==> config.mk <==
export PLATFORM = sky130hd
export DESIGN_NAME = wdog_initwin
export DESIGN_NICKNAME = d
export VERILOG_FILES = /design/src/rtl/wdog_pkg.sv /design/src/rtl/wdog_stretch.sv /design/src/rtl/wdog_ctrl.sv /design/src/rtl/wdog_initwin.sv
export SDC_FILE = /design/constraint.sdc
export NUM_CORES = 1
export LEC_CHECK = 0
export ABC_AREA = 0
export ABC_CLOCK_PERIOD_IN_PS = 3900
export CAP_MARGIN = 40
export CORE_MARGIN = 1.5
export CORE_UTILIZATION = 60
export DETAILED_ROUTE_END_ITERATION = 7
export DONT_BUFFER_PORTS = 1
export GPL_TIMING_DRIVEN = 0
export PLACE_DENSITY = 0.76
export SLEW_MARGIN = 20
export SYNTH_ARGS = -nofsm -noshare
export SYNTH_HDL_FRONTEND = slang
export SYNTH_SLANG_ARGS = --single-unit
==> constraint.sdc <==
create_clock -name clk -period 3.9 [get_ports clk]
set_input_delay 0 -clock clk [delete_from_list [all_inputs] [get_ports clk]]
set_output_delay 0 -clock clk [all_outputs]
set_load 0.005 [all_outputs]
==> src/rtl/wdog_pkg.sv <==
package wdog_pkg;
    typedef enum logic {
        PH_LOAD = 1'b0,
        PH_RUN  = 1'b1
    } wdog_phase_e;
endpackage

==> src/rtl/wdog_stretch.sv <==
module wdog_stretch #(
    parameter int PULSE_LEN = 4
) (
    input  logic clk,
    input  logic rst_n,
    input  logic fire_i,
    output logic busy_o,
    output logic done_o
);
    localparam int PW = (PULSE_LEN < 2) ? 1 : $clog2(PULSE_LEN + 1);

    generate
        if (PULSE_LEN <= 1) begin : g_single
            logic hit_d, hit_q;
            always_comb hit_d = fire_i;
            always_ff @(posedge clk) begin
                if (!rst_n) hit_q <= 1'b0;
                else        hit_q <= hit_d;
            end
            assign busy_o = hit_q;
            assign done_o = hit_q;
        end else begin : g_count
            logic [PW-1:0] left_d, left_q;
            always_comb begin
                left_d = left_q;
                if (fire_i)
                    left_d = PW'(PULSE_LEN);
                else if (left_q != '0)
                    left_d = left_q - PW'(1);
            end
            always_ff @(posedge clk) begin
                if (!rst_n) left_q <= '0;
                else        left_q <= left_d;
            end
            assign busy_o = (left_q != '0);
            assign done_o = (left_q == PW'(1));
        end
    endgenerate

    // Pulse starts the cycle after an expiry.
    assert_pulse_start_R4: assert property (@(posedge clk) disable iff (!rst_n)
        fire_i |=> busy_o);
    // Pulse ends right after its final cycle.
    assert_pulse_end_R4: assert property (@(posedge clk) disable iff (!rst_n)
        (done_o && !fire_i) |=> !busy_o);
    // Pulse does not drop before its final cycle.
    assert_pulse_hold_R4: assert property (@(posedge clk) disable iff (!rst_n)
        (busy_o && !done_o) |=> busy_o);
endmodule

==> src/rtl/wdog_ctrl.sv <==
module wdog_ctrl
    import wdog_pkg::*;
#(
    parameter int CNT_W = 16
) (
    input  logic             clk,
    input  logic             rst_n,
    input  logic             tick_i,
    input  logic             kick_i,
    input  logic             en_i,
    input  logic [CNT_W-1:0] init_load_i,
    input  logic [CNT_W-1:0] norm_load_i,
    input  logic             busy_i,
    input  logic             done_i,
    output logic             fire_o,
    output logic             init_win_o
);
    typedef struct packed {
        wdog_phase_e      phase;
        logic             initw;
        logic [CNT_W-1:0] cnt;
    } ctrl_t;

    ctrl_t st_d, st_q;
    logic  fire_d;

    always_comb begin
        st_d   = st_q;
        fire_d = 1'b0;
        if (busy_i) begin
            if (done_i) begin
                st_d.cnt   = init_load_i;
                st_d.initw = 1'b1;
            end
        end else if (st_q.phase == PH_LOAD) begin
            st_d.cnt   = init_load_i;
            st_d.phase = PH_RUN;
        end else if (en_i) begin
            if (kick_i) begin
                st_d.cnt   = norm_load_i;
                st_d.initw = 1'b0;
            end else if (tick_i) begin
                if (st_q.cnt <= CNT_W'(1)) begin
                    fire_d     = 1'b1;
                    st_d.cnt   = '0;
                    st_d.initw = 1'b1;
                end else begin
                    st_d.cnt = st_q.cnt - CNT_W'(1);
                end
            end
        end
    end

    always_ff @(posedge clk) begin
        if (!rst_n) begin
            st_q.phase <= PH_LOAD;
            st_q.initw <= 1'b1;
            st_q.cnt   <= '0;
        end else begin
            st_q <= st_d;
        end
    end

    assign fire_o     = fire_d;
    assign init_win_o = st_q.initw;

    // Disabled: count frozen and no expiry.
    assert_hold_when_off_R9: assert property (@(posedge clk) disable iff (!rst_n)
        (!en_i && !busy_i && st_q.phase == PH_RUN) |=> (st_q.cnt == $past(st_q.cnt)));
    assert_no_fire_when_off_R9: assert property (@(posedge clk) disable iff (!rst_n)
        !en_i |-> !fire_o);
    // Kick reloads the steady value and leaves the start-up window, even on the final tick.
    assert_kick_reload_R8: assert property (@(posedge clk) disable iff (!rst_n)
        (en_i && kick_i && !busy_i && st_q.phase == PH_RUN)
            |=> (st_q.cnt == $past(norm_load_i) && !st_q.initw));
    // No tick, no movement.
    assert_tick_gates_R2: assert property (@(posedge clk) disable iff (!rst_n)
        (!tick_i && !kick_i && !busy_i && st_q.phase == PH_RUN) |=> $stable(st_q.cnt));
    // End of pulse rearms in the start-up window.
    assert_rearm_R5: assert property (@(posedge clk) disable iff (!rst_n)
        done_i |=> (init_win_o && st_q.cnt == $past(init_load_i)));
endmodule

==> src/rtl/wdog_initwin.sv <==
module wdog_initwin #(
    parameter int CNT_W     = 16,
    parameter int PULSE_LEN = 4
) (
    input  logic             clk,
    input  logic             rst_n,
    input  logic             tick_i,
    input  logic             kick_i,
    input  logic             en_i,
    input  logic [CNT_W-1:0] init_load_i,
    input  logic [CNT_W-1:0] norm_load_i,
    output logic             rst_req_o,
    output logic             init_win_o
);
    logic fire, busy, done;

    wdog_ctrl #(.CNT_W(CNT_W)) u_ctrl (
        .clk         (clk),
        .rst_n       (rst_n),
        .tick_i      (tick_i),
        .kick_i      (kick_i),
        .en_i        (en_i),
        .init_load_i (init_load_i),
        .norm_load_i (norm_load_i),
        .busy_i      (busy),
        .done_i      (done),
        .fire_o      (fire),
        .init_win_o  (init_win_o)
    );

    wdog_stretch #(.PULSE_LEN(PULSE_LEN)) u_stretch (
        .clk    (clk),
        .rst_n  (rst_n),
        .fire_i (fire),
        .busy_o (busy),
        .done_o (done)
    );

    assign rst_req_o = busy;

    // A rising reset request is always accompanied by the start-up window.
    assert_window_on_expiry_R5: assert property (@(posedge clk) disable iff (!rst_n)
        $rose(rst_req_o) |-> init_win_o);
    // Request can only rise after a tick.
    assert_rise_needs_tick_R3: assert property (@(posedge clk) disable iff (!rst_n)
        (!rst_req_o && !tick_i) |=> !rst_req_o);
endmodule

# After elaboration in Yosys (flattened, before gate mapping)
# Cells that the tools add are included.
[word_totals]
wordCells = 39
out_inout_bits = 2
register_bits = 21
input_bits = 37
[op_classes]
order_cmp = 1
muxes = 17
n_eq_ne = 4
n_bitwise = 1
n_reduce_logical = 9
n_addsub = 2
[op_table]
columns = ["operator", "n"]
rows = [
  ["$mux 17", 5],
  ["$mux 16", 2],
  ["$le 16x1->1 const B", 1],
  ["$sub 16x1->16 const B", 1],
  ["$reduce_bool 3->1", 3],
  ["$mux 1", 8],
  ["$mux 3", 2],
  ["$reduce_bool 2->1", 3],
  ["$reduce_and 5->1", 1],
  ["$ne 4x4->1 const B", 1],
  ["$eq 3x1->1 const B", 1],
  ["$ne 3x3->1 const B", 1],
  ["$reduce_and 3->1", 1],
  ["$sub 3x1->3 const B", 1],
  ["$ne 2x1->1 const B", 1],
  ["$reduce_or 2->1", 1],
  ["$not 1->1", 1],
]

# Longest topological paths before layout
[logic_depth]
word_depth = 8
ltp_mapped = 9
mapped_depth_nobuf = 7

# Modules after synthesis
# A second synthesis with hierarchy kept.
[unflattened]
hier_cells = 195
area_unflattened_um2 = 1549.0
[modules_own_cells]
columns = ["module", "instances", "seq_area_each_um2", "area_each_um2", "cells_per_inst"]
rows = [
  ["wdog_ctrl", 1, 360.3, 1363.8, 176],
  ["wdog_stretch", 1, 60.1, 185.2, 19],
]

# Worst setup path before layout
# OpenSTA, ideal clock, no wires.
[synth_path]
path_kind = "register to register"
from = "register u_ctrl.st_q[0] (netlist name)"
to = "register u_ctrl.st_q[15] (netlist name)"
setup_time_ns = 0.074
path_slack_ns = 1.901
arrival_time_ns = 1.925
stages_incl_launch_ff = 7
period_less_slack_ns = 1.999
required_ns = 3.826
path_buffers = 1
cell_sequence = "dfxtp_1 > or4_1 > buf_2 > or3_1 > or3_1 > a41o_1 > a31oi_1"
[synth_between]
elab_chain_len = 7
elab_cells_between_ends = 8
cone_classes = "1 x add/sub; 1 x order compare; 6 x mux"
[synth_lines]
columns = ["item", "line", "rtl"]
rows = [
  ["from (decl)", "wdog_ctrl.sv:24", "ctrl_t st_d, st_q;"],
  ["from (signal assigned)", "wdog_ctrl.sv:60", "st_q <= st_d;"],
  ["$sub 16x1->16 / $le 16x1->1 (equally long branches)", "wdog_ctrl.sv:48, wdog_ctrl.sv:43", ""],
  ["$mux 16 *", "wdog_ctrl.sv:43", "if (st_q.cnt <= CNT_W'(1)) begin"],
  ["$mux 17 *", "wdog_ctrl.sv:42", "end else if (tick_i) begin"],
  ["$mux 17 *", "wdog_ctrl.sv:39", "if (kick_i) begin"],
  ["$mux 17 *", "wdog_ctrl.sv:38", "end else if (en_i) begin"],
  ["$mux 16 *", "wdog_ctrl.sv:35", "end else if (st_q.phase == PH_LOAD) begin"],
  ["$mux 17 *", "wdog_ctrl.sv:30", "if (busy_i) begin"],
]
# Mark *: on every way between the ends. The rest lies on a longest branch, timed or not. The select of a mux whose other input is x is not followed.
# A chain may end at the register's enable or synchronous reset.

# Worst setup path after layout
[layout_path]
from = "register u_stretch.g_count.left_q[0]"
to = "register u_ctrl.st_q[3] (netlist name)"
[layout_between]
elab_chain_len = 3
elab_cells_between_ends = 7
cone_classes = "4 x eq/ne; 1 x mux; 2 x reduce/logical"
[layout_lines]
columns = ["item", "line", "rtl"]
rows = [
  ["from (decl)", "wdog_stretch.sv:23", "logic [PW-1:0] left_d, left_q;"],
  ["from (signal assigned)", "wdog_stretch.sv:33", "else left_q <= left_d;"],
  ["$eq 3x1->1 / $reduce_bool 3->1 (equally long branches)", "wdog_stretch.sv:36, wdog_stretch.sv:35", ""],
  ["$ne 2x1->1 (no source line), or another cell as far along", "-", ""],
  ["$reduce_and 3->1 (no source line)", "-", ""],
]
# Several ways; a longest one is shown, not always the timed one.

==> summary.txt <==
Status
  – Status: completed

STA
  – Measured slew at the worst slew-check pin: 0.6467 ns
  – Final setup viols: 0
  – Max_slew headroom: 0.5655
  – Tcrit/Tclk final: 0.7438
  – Final count of hold timing violations: 0
  – Crit path time final: 2.901 ns
  – Slew Viols, Final: 0
  – Max Clock Skew: 0.002295 ns
  – Setup TNS: 0 ns
  – RSZ-0062 raised after global routing: false
  – Fmax: 344.7 MHz

Cells and area
  – Storage cell area: 420.4 um2
  – Area Overhead vs Synth: 13.75%
  – Multi-input logic area: 1035 um2
  – Final nets: 272
  – Fraction of layout cells with a size suffix above 1: 0.04803
  – Most frequent cells in the layout: 21 x dfxtp_1, 20 x o21ai_0, 16 x nor2_1
  – Most common cell after layout, fill and taps aside: dfxtp_1
  – Ant diodes: 0
  – Finished Core Util: 0.7212
  – Fill cells: 207

Synthesis
  – Synth Cell Area: 1556 um2
  – Synth Register Bits: 21
  – Post-Syn Instances: 210
  – Post-Synthesis Net Count: 252
  – Syn_area_per_cell: 7.412 um2
  – Ys async rst share: 0
  – EDFF count, synth: 0
  – Synth warn: 0
  – Register area share after synthesis: 0.2701
  – Ys flop type: dfxtp_1
  – Distinct cells, synth: 45

Clock network
  – CTS H-tree lvls: 1
  – CTS resizes: 0
  – Inserted Clock Buffers: 3
  – Post-CTS Setup Inserts: 0
  – Worst-path clk slew: 0.13 ns
  – CTS tree: done
  – Root Driver: clkbuf_4
  – Clk Latency, worst-skew pair: 0.31 ns
  – Max Root-Sink Buffers: 2
  – CTS sink cnt: 21

Power
  – Comb pwr share: 0.652
  – Flop pwr share: 0.273
  – PD cells: 845.2 nW/um2
  – Clock power frac: 0.075
  – Pwr Total: 1.496 mW
  – Switching share of power: 0.5218
  – Internal: 0.7156 mW
  – P_sw: 0.7809 mW
  – Pleak: 0.6552 nW
  – Maximum vdd drop: 0.0005102 V

Critical path
  – CP startpoint kind: flip-flop
  – Crit path kind: flip-flop to flip-flop
  – FF-to-FF End: u_ctrl.st_q[3]
  – CP startpoint: u_stretch.g_count.left_q[0]
  – Reg2reg setup slack: 1.0 ns
  – Worst Path Arrival: 3.16 ns
  – Reg-to-Reg Start: u_stretch.g_count.left_q[0]
  – Critical Path Fanout Max: 10
  – Critical Path RT: 4.16 ns
  – Setup crit end kind: flip-flop
  – Worst Reg-to-Reg Cells: 9

Floorplan
  – Die height: 53.93 um
  – Die area: 2908 um2
  – Row cnt: 18
  – Die X-Extent: 53.93 um
  – I/O pin cnt: 39
  – Core area: 2455 um2
  – Initial Utilization: 0.6340

Placement
  – GP Congestion: 0.8613
  – Detailed placement HPWL: 3409 um
  – PortBufs: 0

Global route
  – Total Routing Usage GR: 0.3529
  – Antenna violations before repair: 0
  – Largest net degree at the start of global routing: 12
  – Overflow after GRT: 0
  – Vias in the first global route: 1,682
  – First-pass GRT wire length: 7521 um

Route
  – Detail Route Antenna Nets: 0
  – Routed via count: 1,794
  – WL final: 4914 um
  – Routed len/inst: 18.97 um
  – DRC viols: 0
  – DR pass1 iterations: 5
  – Starting DRT DRC Count: 97
  – Vias per Instance: 6.927

Hold path
  – Hold endpoint: u_ctrl.st_q[9]
  – Worst Min Path Start: init_load_i[9]
  – WHS Path Cells: 4
  – Worst Hold Class: input pin to flip-flop

Job
  – Max cap viols: 0
## cells in the mapped netlist (2+ instances only)
library cell | n | area [um2]
dfxtp_1 | 21 | 420.4
o21ai_0 | 20 | 100.1
nor2_1 | 16 | 60.06
nand2_1 | 14 | 52.55
nor3_1 | 14 | 70.07
a21oi_1 | 13 | 65.06
clkbuf_1 | 12 | 45.04
nor4_1 | 10 | 62.56
inv_1 | 8 | 30.03
a221oi_1 | 6 | 52.55
or3_1 | 6 | 37.54
ha_1 | 5 | 62.56
nand3_1 | 5 | 25.02
a2111oi_0 | 4 | 35.03
o21a_1 | 4 | 30.03
a31oi_1 | 3 | 18.77
and2_1 | 3 | 18.77
and3_1 | 3 | 18.77
buf_2 | 3 | 15.01
or4_1 | 3 | 22.52
xnor2_1 | 3 | 26.28
xor2_1 | 3 | 26.28
a211oi_1 | 2 | 15.01
a311o_1 | 2 | 20.02
a41o_1 | 2 | 20.02
nand4_1 | 2 | 12.51
nor4b_1 | 2 | 17.52
o211ai_1 | 2 | 15.01
o31a_1 | 2 | 17.52
o31ai_1 | 2 | 15.01
## per-stage QoR
| stage | std cells | instance area (um2) | setup slack, ns | hold WS [ns] |
|---|---|---|---|---|
| 6_report | 259 | 1770 | 0.9990 | 0.01606 |
| 5_1_grt | 259 | 1770 | 0.7862 | 0.04091 |
| 4_1_cts | 259 | 1770 | 1.111 | 0.002860 |
| 3_5_place_dp | 241 | 1604 | 1.489 | 0.1782 |
| 3_3_place_gp | 240 | 1594 | 1.439 | 0.1716 |
| 2_1_floorplan | 210 | 1556 | 1.901 | 0.1639 |
## worst max-delay path, cell delays in order, from the launching register on
cell and delay, ns:
dfxtp_1 0.34, inv_1 0.11, ha_1 0.30, nor2_1 0.11
a311oi_1 0.35, clkdlybuf4s18_2 0.34, clkbuf_1 0.40, nor2_1 0.09
nor4_1 0.24, dlygate4sd3_1 0.57
## logic make-up after synthesis
group | share of synthesized area
compound gates | 0.2958
simple gates | 0.2886
flops | 0.2701
xor+xnor | 0.03377
buf+inv | 0.06511
mux | 0.006431
fa+ha+maj | 0.04019
## final cells by class
type,count,area share
repair buffers,15,0.08481
plain buffers,16,0.04028
multi-input cells,165,0.5845
well taps,30,0.02120
inverters,8,0.01696
flip-flops and latches,21,0.2375
clock buffers,4,0.01484
## worst max path at each step
stage	end	slack (ns)	cells past startpoint
3_3_place_gp	u_ctrl.st_q[10]	1.44	7
2_1_floorplan	u_ctrl.st_q[15]	1.90	6
6_report	u_ctrl.st_q[3]	1.0	9
5_1_grt	u_ctrl.st_q[3]	0.79	9
4_1_cts	u_ctrl.st_q[3]	1.11	9
3_5_place_dp	u_ctrl.st_q[11]	1.49	8
## state kept, by name, indices dropped and copies added, names as in the netlist
signal / flops
u_ctrl.init_win_o: 1
u_stretch.g_count.left_q: 3
u_ctrl.st_q: 17
## what timing repair did
action / in CTS / in global routing
endpoints found under the hold margin: 13 / 0
endpoints found under the setup margin: 0 / 0
hold buffers: 14 / 0
## routing by layer
metal  GRT usage  up-vias  wire, um
met1      0.4414      826      2011
li1            -      839         -
met4      0.2051        0       118
met3     0.05278       19       490
met2      0.5711      110      2293
met5           0        -         0
## power groups by stage
| stage | logic (mW) | clock network (mW) | registers [mW] |
|---|---|---|---|
| 2_1_floorplan | 0.699 | 0 | 0.381 |
| 3_3_place_gp | 0.856 | 0 | 0.399 |
| 3_5_place_dp | 0.912 | 0 | 0.408 |
| 4_1_cts | 0.937 | 0.110 | 0.402 |
| 5_1_grt | 1.06 | 0.115 | 0.421 |
| 6_report | 0.975 | 0.112 | 0.409 |
Note: power is estimated with default switching activity, not from simulation.
